### src/rtl/cond_pass_pkg.sv
package cond_pass_pkg;
  localparam int WORD_W = 32;
  localparam int CC_W   = 4;
  localparam int MASK_W = 1 << CC_W;
  localparam int IT_W   = 8;
  localparam logic [CC_W-1:0] CC_ALWAYS = 4'hE;

  typedef logic [CC_W-1:0]   cc_t;
  typedef logic [MASK_W-1:0] cc_mask_t;

  typedef struct packed {
    logic force_pass;
    cc_t  code;
  } cond_sel_t;
endpackage

### src/rtl/cc_mask_lut.sv
module cc_mask_lut
  import cond_pass_pkg::*;
(
  input  cc_t      code,
  output cc_mask_t mask
);
  // Each mask bit is indexed by {N,Z,C,V}.
  always_comb begin
    unique case (code)
      4'h0: mask = 16'hF0F0;
      4'h1: mask = 16'h0F0F;
      4'h2: mask = 16'hCCCC;
      4'h3: mask = 16'h3333;
      4'h4: mask = 16'hFF00;
      4'h5: mask = 16'h00FF;
      4'h6: mask = 16'hAAAA;
      4'h7: mask = 16'h5555;
      4'h8: mask = 16'h0C0C;
      4'h9: mask = 16'hF3F3;
      4'hA: mask = 16'hAA55;
      4'hB: mask = 16'h55AA;
      4'hC: mask = 16'h0A05;
      4'hD: mask = 16'hF5FA;
      4'hE: mask = 16'hFFFF;
      default: mask = 16'h0000;
    endcase
  end
endmodule

### src/rtl/it_state_extract.sv
module it_state_extract
  import cond_pass_pkg::*;
#(
  parameter int HI_LSB = 10,
  parameter int LO_LSB = 25
)(
  input  logic [WORD_W-1:0] status,
  output logic [IT_W-1:0]   it_byte,
  output logic              it_zero,
  output cc_t               it_code
);
  localparam int HI_W = IT_W - 2;

  assign it_byte = {status[HI_LSB +: HI_W], status[LO_LSB +: 2]};
  assign it_zero = (it_byte == '0);
  assign it_code = it_byte[IT_W-1 -: CC_W];
endmodule

### src/rtl/cond_source_sel.sv
module cond_source_sel
  import cond_pass_pkg::*;
#(
  parameter int CV_BIT   = 24,
  parameter int CODE_LSB = 20
)(
  input  logic [WORD_W-1:0] syndrome,
  input  logic              it_zero,
  input  cc_t               it_code,
  output cond_sel_t         sel
);
  logic uncond_enc;
  logic cv;
  cc_t  syn_code;

  assign uncond_enc = |syndrome[WORD_W-1 -: 2];
  assign cv         = syndrome[CV_BIT];
  assign syn_code   = syndrome[CODE_LSB +: CC_W];

  always_comb begin
    sel.force_pass = 1'b0;
    sel.code       = syn_code;
    if (uncond_enc) begin
      sel.force_pass = 1'b1;
    end else if (cv) begin
      sel.force_pass = (syn_code == CC_ALWAYS);
    end else begin
      sel.code       = it_code;
      sel.force_pass = it_zero;
    end
  end
endmodule

### src/rtl/cond_pass_eval.sv
module cond_pass_eval
  import cond_pass_pkg::*;
#(
  parameter int CV_BIT    = 24,
  parameter int CODE_LSB  = 20,
  parameter int FLAG_LSB  = 28,
  parameter int IT_HI_LSB = 10,
  parameter int IT_LO_LSB = 25
)(
  input  logic        clk,
  input  logic        rst,
  input  logic        in_valid,
  input  logic [31:0] syndrome,
  input  logic [31:0] status,
  output logic        out_valid,
  output logic        out_pass
);
  logic [IT_W-1:0] it_byte;
  logic            it_zero;
  cc_t             it_code;
  cond_sel_t       sel;
  cc_mask_t        mask;
  cc_t             nzcv;
  logic            pass_d;

  it_state_extract #(.HI_LSB(IT_HI_LSB), .LO_LSB(IT_LO_LSB)) u_it (
    .status (status),
    .it_byte(it_byte),
    .it_zero(it_zero),
    .it_code(it_code)
  );

  cond_source_sel #(.CV_BIT(CV_BIT), .CODE_LSB(CODE_LSB)) u_sel (
    .syndrome(syndrome),
    .it_zero (it_zero),
    .it_code (it_code),
    .sel     (sel)
  );

  cc_mask_lut u_lut (
    .code(sel.code),
    .mask(mask)
  );

  assign nzcv   = status[FLAG_LSB +: CC_W];
  assign pass_d = sel.force_pass | mask[nzcv];

  always_ff @(posedge clk) begin
    if (rst) begin
      out_valid <= 1'b0;
      out_pass  <= 1'b0;
    end else begin
      out_valid <= in_valid;
      if (in_valid) out_pass <= pass_d;
    end
  end

  p_uncond_r1: assert property (@(posedge clk) disable iff (rst)
    (in_valid && |syndrome[31:30]) |=> out_pass);

  p_always_r2: assert property (@(posedge clk) disable iff (rst)
    (in_valid && syndrome[31:30] == 2'b00 && syndrome[CV_BIT] &&
     syndrome[CODE_LSB +: CC_W] == 4'hE) |=> out_pass);

  p_never_r5: assert property (@(posedge clk) disable iff (rst)
    (in_valid && syndrome[31:30] == 2'b00 && syndrome[CV_BIT] &&
     syndrome[CODE_LSB +: CC_W] == 4'hF) |=> !out_pass);

  p_it_zero_r7: assert property (@(posedge clk) disable iff (rst)
    (in_valid && syndrome[31:30] == 2'b00 && !syndrome[CV_BIT] &&
     status[IT_HI_LSB +: 6] == 6'd0 && status[IT_LO_LSB +: 2] == 2'd0) |=> out_pass);

  p_strobe_r8: assert property (@(posedge clk) disable iff (rst)
    in_valid |=> out_valid);

  p_idle_r8: assert property (@(posedge clk) disable iff (rst)
    !in_valid |=> !out_valid);

  p_reset_r9: assert property (@(posedge clk)
    rst |=> (!out_valid && !out_pass));

  p_hold_r10: assert property (@(posedge clk) disable iff (rst)
    !in_valid |=> $stable(out_pass));
endmodule

### config.mk
export PLATFORM = sky130hd
export DESIGN_NAME = cond_pass_eval
export DESIGN_NICKNAME = d
export VERILOG_FILES = /design/src/rtl/cond_pass_pkg.sv /design/src/rtl/cc_mask_lut.sv /design/src/rtl/it_state_extract.sv /design/src/rtl/cond_source_sel.sv /design/src/rtl/cond_pass_eval.sv
export SDC_FILE = /design/constraint.sdc
export NUM_CORES = 1
export LEC_CHECK = 0
export BUFFER_PORTS_ARGS = -buffer_cell sky130_fd_sc_hd__buf_2
export CAP_MARGIN = 25
export CELL_PAD_IN_SITES_DETAIL_PLACEMENT = 1
export CELL_PAD_IN_SITES_GLOBAL_PLACEMENT = 2
export CORE_MARGIN = 2
export CORE_UTILIZATION = 16
export CTS_CLUSTER_SIZE = 8
export DETAILED_ROUTE_END_ITERATION = 7
export HOLD_SLACK_MARGIN = 0.08
export PLACE_DENSITY_LB_ADDON = 0.1
export SLEW_MARGIN = 10
export SYNTH_ARGS = -nofsm -noshare
export SYNTH_HDL_FRONTEND = slang
export SYNTH_HIERARCHICAL = 1
export SYNTH_SLANG_ARGS = --single-unit
### constraint.sdc
create_clock -name clk -period 3.28 [get_ports clk]
set_input_delay 0.328 -clock clk [delete_from_list [all_inputs] [get_ports clk]]
set_output_delay 0.328 -clock clk [all_outputs]
set_load 0.01 [all_outputs]
Word level (Yosys, flattened, before mapping)
Memories as Yosys holds them, arrays and structs flattened.
Cells that the tools add are included.

word-level totals
  register bits = 2
  ROM bits = 256
  output and inout bits = 2
  logic and storage cells = 14
  memories = 1

cells by class
  $lt $le $gt $ge = 1
  eq/ne operators = 1
  muxes and demuxes = 6
  bitwise logic cells = 1
  reduce and logical (&&, ||, !) cells = 2

memory list
  memory           words  width  rd ports  clocked after Yosys merged registers in  write ports  RTL line          text
  (no name shown)  16     16     1         0                                        0            cc_mask_lut.sv:9  unique case (code)

operator list
  kind                                                 number
  logical NOT 8 bit                                    1
  2-to-1 mux 4 bit                                     2
  < comparator 4 x 5 -> 1 bit (second input constant)  1
  binary-select mux 1 bit (select 4 bit)               1
  == test 4 bit (second input constant)                1
  2-to-1 mux 1 bit                                     3
  OR reduction 2 bit                                   1
  bitwise OR 1 bit                                     1

Longest topological paths before layout
An unclocked memory read counts as a cell.

  depth after elaboration = 6
  depth in mapped cells = 11
  mapped depth without buffers = 10

Modules after synthesis
The synthesis kept the hierarchy.

by module, submodules not included
  module            times used  cells an instance  area an instance (um^2)  sequential area each (um^2)
  cc_mask_lut       1           41                 264.0                    0.0
  cond_pass_eval    1           18                 215.2                    40.0
  it_state_extract  1           15                 108.9                    0.0
  cond_source_sel   1           10                 90.1                     0.0

Worst setup path before layout
Ideal clock, no wire load.

  path type = input to register
  start point = input port syndrome[24]
  end point = register out_pass
  arrival = 2.518 ns
  slack = 0.626 ns
  stages on the path = 11
  cells stage by stage = nor3_4 mux2_2 inv_2 ha_1 buf_2 nand2_1 o21ai_2 a21o_1 mux4_1 a22oi_1 a311oi_1

RTL lines
  element               RTL line              text
  start, declared       cond_pass_eval.sv:13  input logic [31:0] syndrome,
  end signal, assigned  cond_pass_eval.sv:54  if (in_valid) out_pass <= pass_d;
  end, declared         cond_pass_eval.sv:16  output logic out_pass

==> out/metrics.cfg <==
[cts]
root_buffer = clkbuf_8
clk_pin_slew_ps = 30
cts.sinks = 2
insertion_delay_ps = 210
post_cts_buffers = 0
ctsResizeCount = 0
cts.hold.buffers_added = 0
ctsHtreeMaxLevel = 1
numCtsBuffers = 3
cts_buffer_depth = 2
cts_tree = done

[sta]
worstMarginPinSlew_ps = 331
timing.final.crit_share_pct = 81.0
rsz0062_at_grt = no
tns_ps = 0
finalSetupViolCount = 0
period_minus_slack_ps = 2660
max_freq_mhz = 377
slew_headroom_pct = 77.9
slew_viol_final = 0
hold_viol = 0
clock_skew_ps = 0

[worst_setup_path]
r2r_slack_ps = 2610
crit_top_cell = mux2_2
cp-end-kind = flip-flop
cp.required_ps = 3350
cp.arrival_ps = 2730
max_stage_delay_ps = 390
path_cells = buf_2 -> nor3_4 -> mux2_2 -> inv_2 -> ha_1 -> nor2_2 -> nor2_1 -> mux2_2 -> mux2_2 -> a221oi_1 -> a311oi_1
worstPathMaxFanout = 8
cp_slowest_cell = mux2_2
cp-start-kind = input pin
crit_type = in2reg

[die]
fp.dieW_um = 66.2
ioPinCount = 69
initial_core_util_pct = 16.8
dieHeight_um = 66.2
die_area_sq_um = 4380
core_region_area_sq_um = 3690
rows = 22

[placed_design]
postPlaceCellArea_sq_um = 752
io_buffer_count = 23
gp_congestion = 0.694
place_hpwl_um = 1420

[yosys]
netlist_area_sq_um = 618
netlist_instances = 76
synth_nets = 145
yosysWarningCount = 6
synth_area_per_cell_sq_um = 8.13

[cells_and_area]
drive_above_1_share_pct = 40.6
diodes = 0
layout.nets = 167
layout_commonest_cell = buf_2
design_area_sq_um = 793
synthToLayoutAreaGrowth_pct = 28.3
final_cell_mix = 23 x buf_2, 7 x mux2_2, 7 x nor2_1, 7 x o21ai_0, 4 x xnor2_1

[route]
via_per_inst = 4.22
wl_um = 1640
detail_route.first_pass.iterations = 3
first_iter_violations = 18
routedWlPerCell_um = 11.4
remaining_drc_errors = 0
vias = 608
ant_nets = 0

[power]
pwr-share-seq_pct = 11.3
switchingPower_mw = 0.0741
pwr-share-clk_pct = 39.9
p_int_mw = 0.163
combPwrFrac_pct = 48.8
netSwitchingFraction_pct = 31.2
peakVddDrop_uv = 74.0
p_leak_nw = 0.333
power_density_nw_per_um2 = 299

[global_route]
grtUsageTotal_pct = 8.28
overflow = 0
grt_pass1_vias = 631
grt_max_degree = 19
grt_pass1_wl_um = 2910
grt_antenna_before_repair = 0

[run]
cap_violations = 0

[hold_path]
hold_path.class = in2reg

[status]
status = finished clean

state kept, by name (all words and copies together), names as in the netlist:
name	flops
out_pass	1
out_valid	1
stage by stage:
step	instances	setup WS (ps)	hold WS (ps)	util [%]	total power, mW
floorplan	76	626	400	-	0.113
global placement	141	326	501	20.4	0.147
detailed placement	141	359	505	20.4	0.145
CTS	144	577	293	21.5	0.242
global route	144	455	310	21.5	0.259
finish	144	625	293	21.5	0.237
worst max-delay path, delay by kind of cell:
family / cells / cell delay [ps]
AND/OR/NAND/NOR: 3 / 530
buffers and inverters: 2 / 180
AO/OA/AOI/OAI: 2 / 430
adder cells (fa/ha/maj): 1 / 340
multiplexers: 3 / 910
final timing paths:
kind | cells after the start | to | startpoint
hold reg to reg | 2 | out_pass | out_pass
setup reg to reg | 2 | out_pass | out_pass
setup / recovery | 11 | out_pass | syndrome[24]
hold / removal | 2 | out_pass | rst
power groups by stage:
stage          Sequential [mW]  Combinational, mW  Clock [mW]
2_1_floorplan           0.0281             0.0850           0
3_5_place_dp            0.0271              0.118           0
5_1_grt                 0.0269              0.132       0.101
6_report                0.0268              0.116      0.0947
4_1_cts                 0.0268              0.118      0.0973
3_3_place_gp            0.0272              0.120           0
layout make-up:
cell class | count | area, sq um
fillers | 463 | 2900
repair buffers | 25 | 130
flip-flops and latches | 2 | 40.0
well taps | 48 | 60.1
multi-input cells | 62 | 507
inverters | 4 | 15.0
clock buffers | 3 | 41.3
routing by layer:
metal | vias up | wire length (um) | GRT usage [%]
li1 | 321 | - | -
met5 | - | 0 | 0
met2 | 13 | 760 | 13.8
met3 | 0 | 96 | 1.70
met1 | 274 | 787 | 11.1
met4 | 0 | 0 | 1.53
Note: power is estimated with default switching activity, not from simulation.
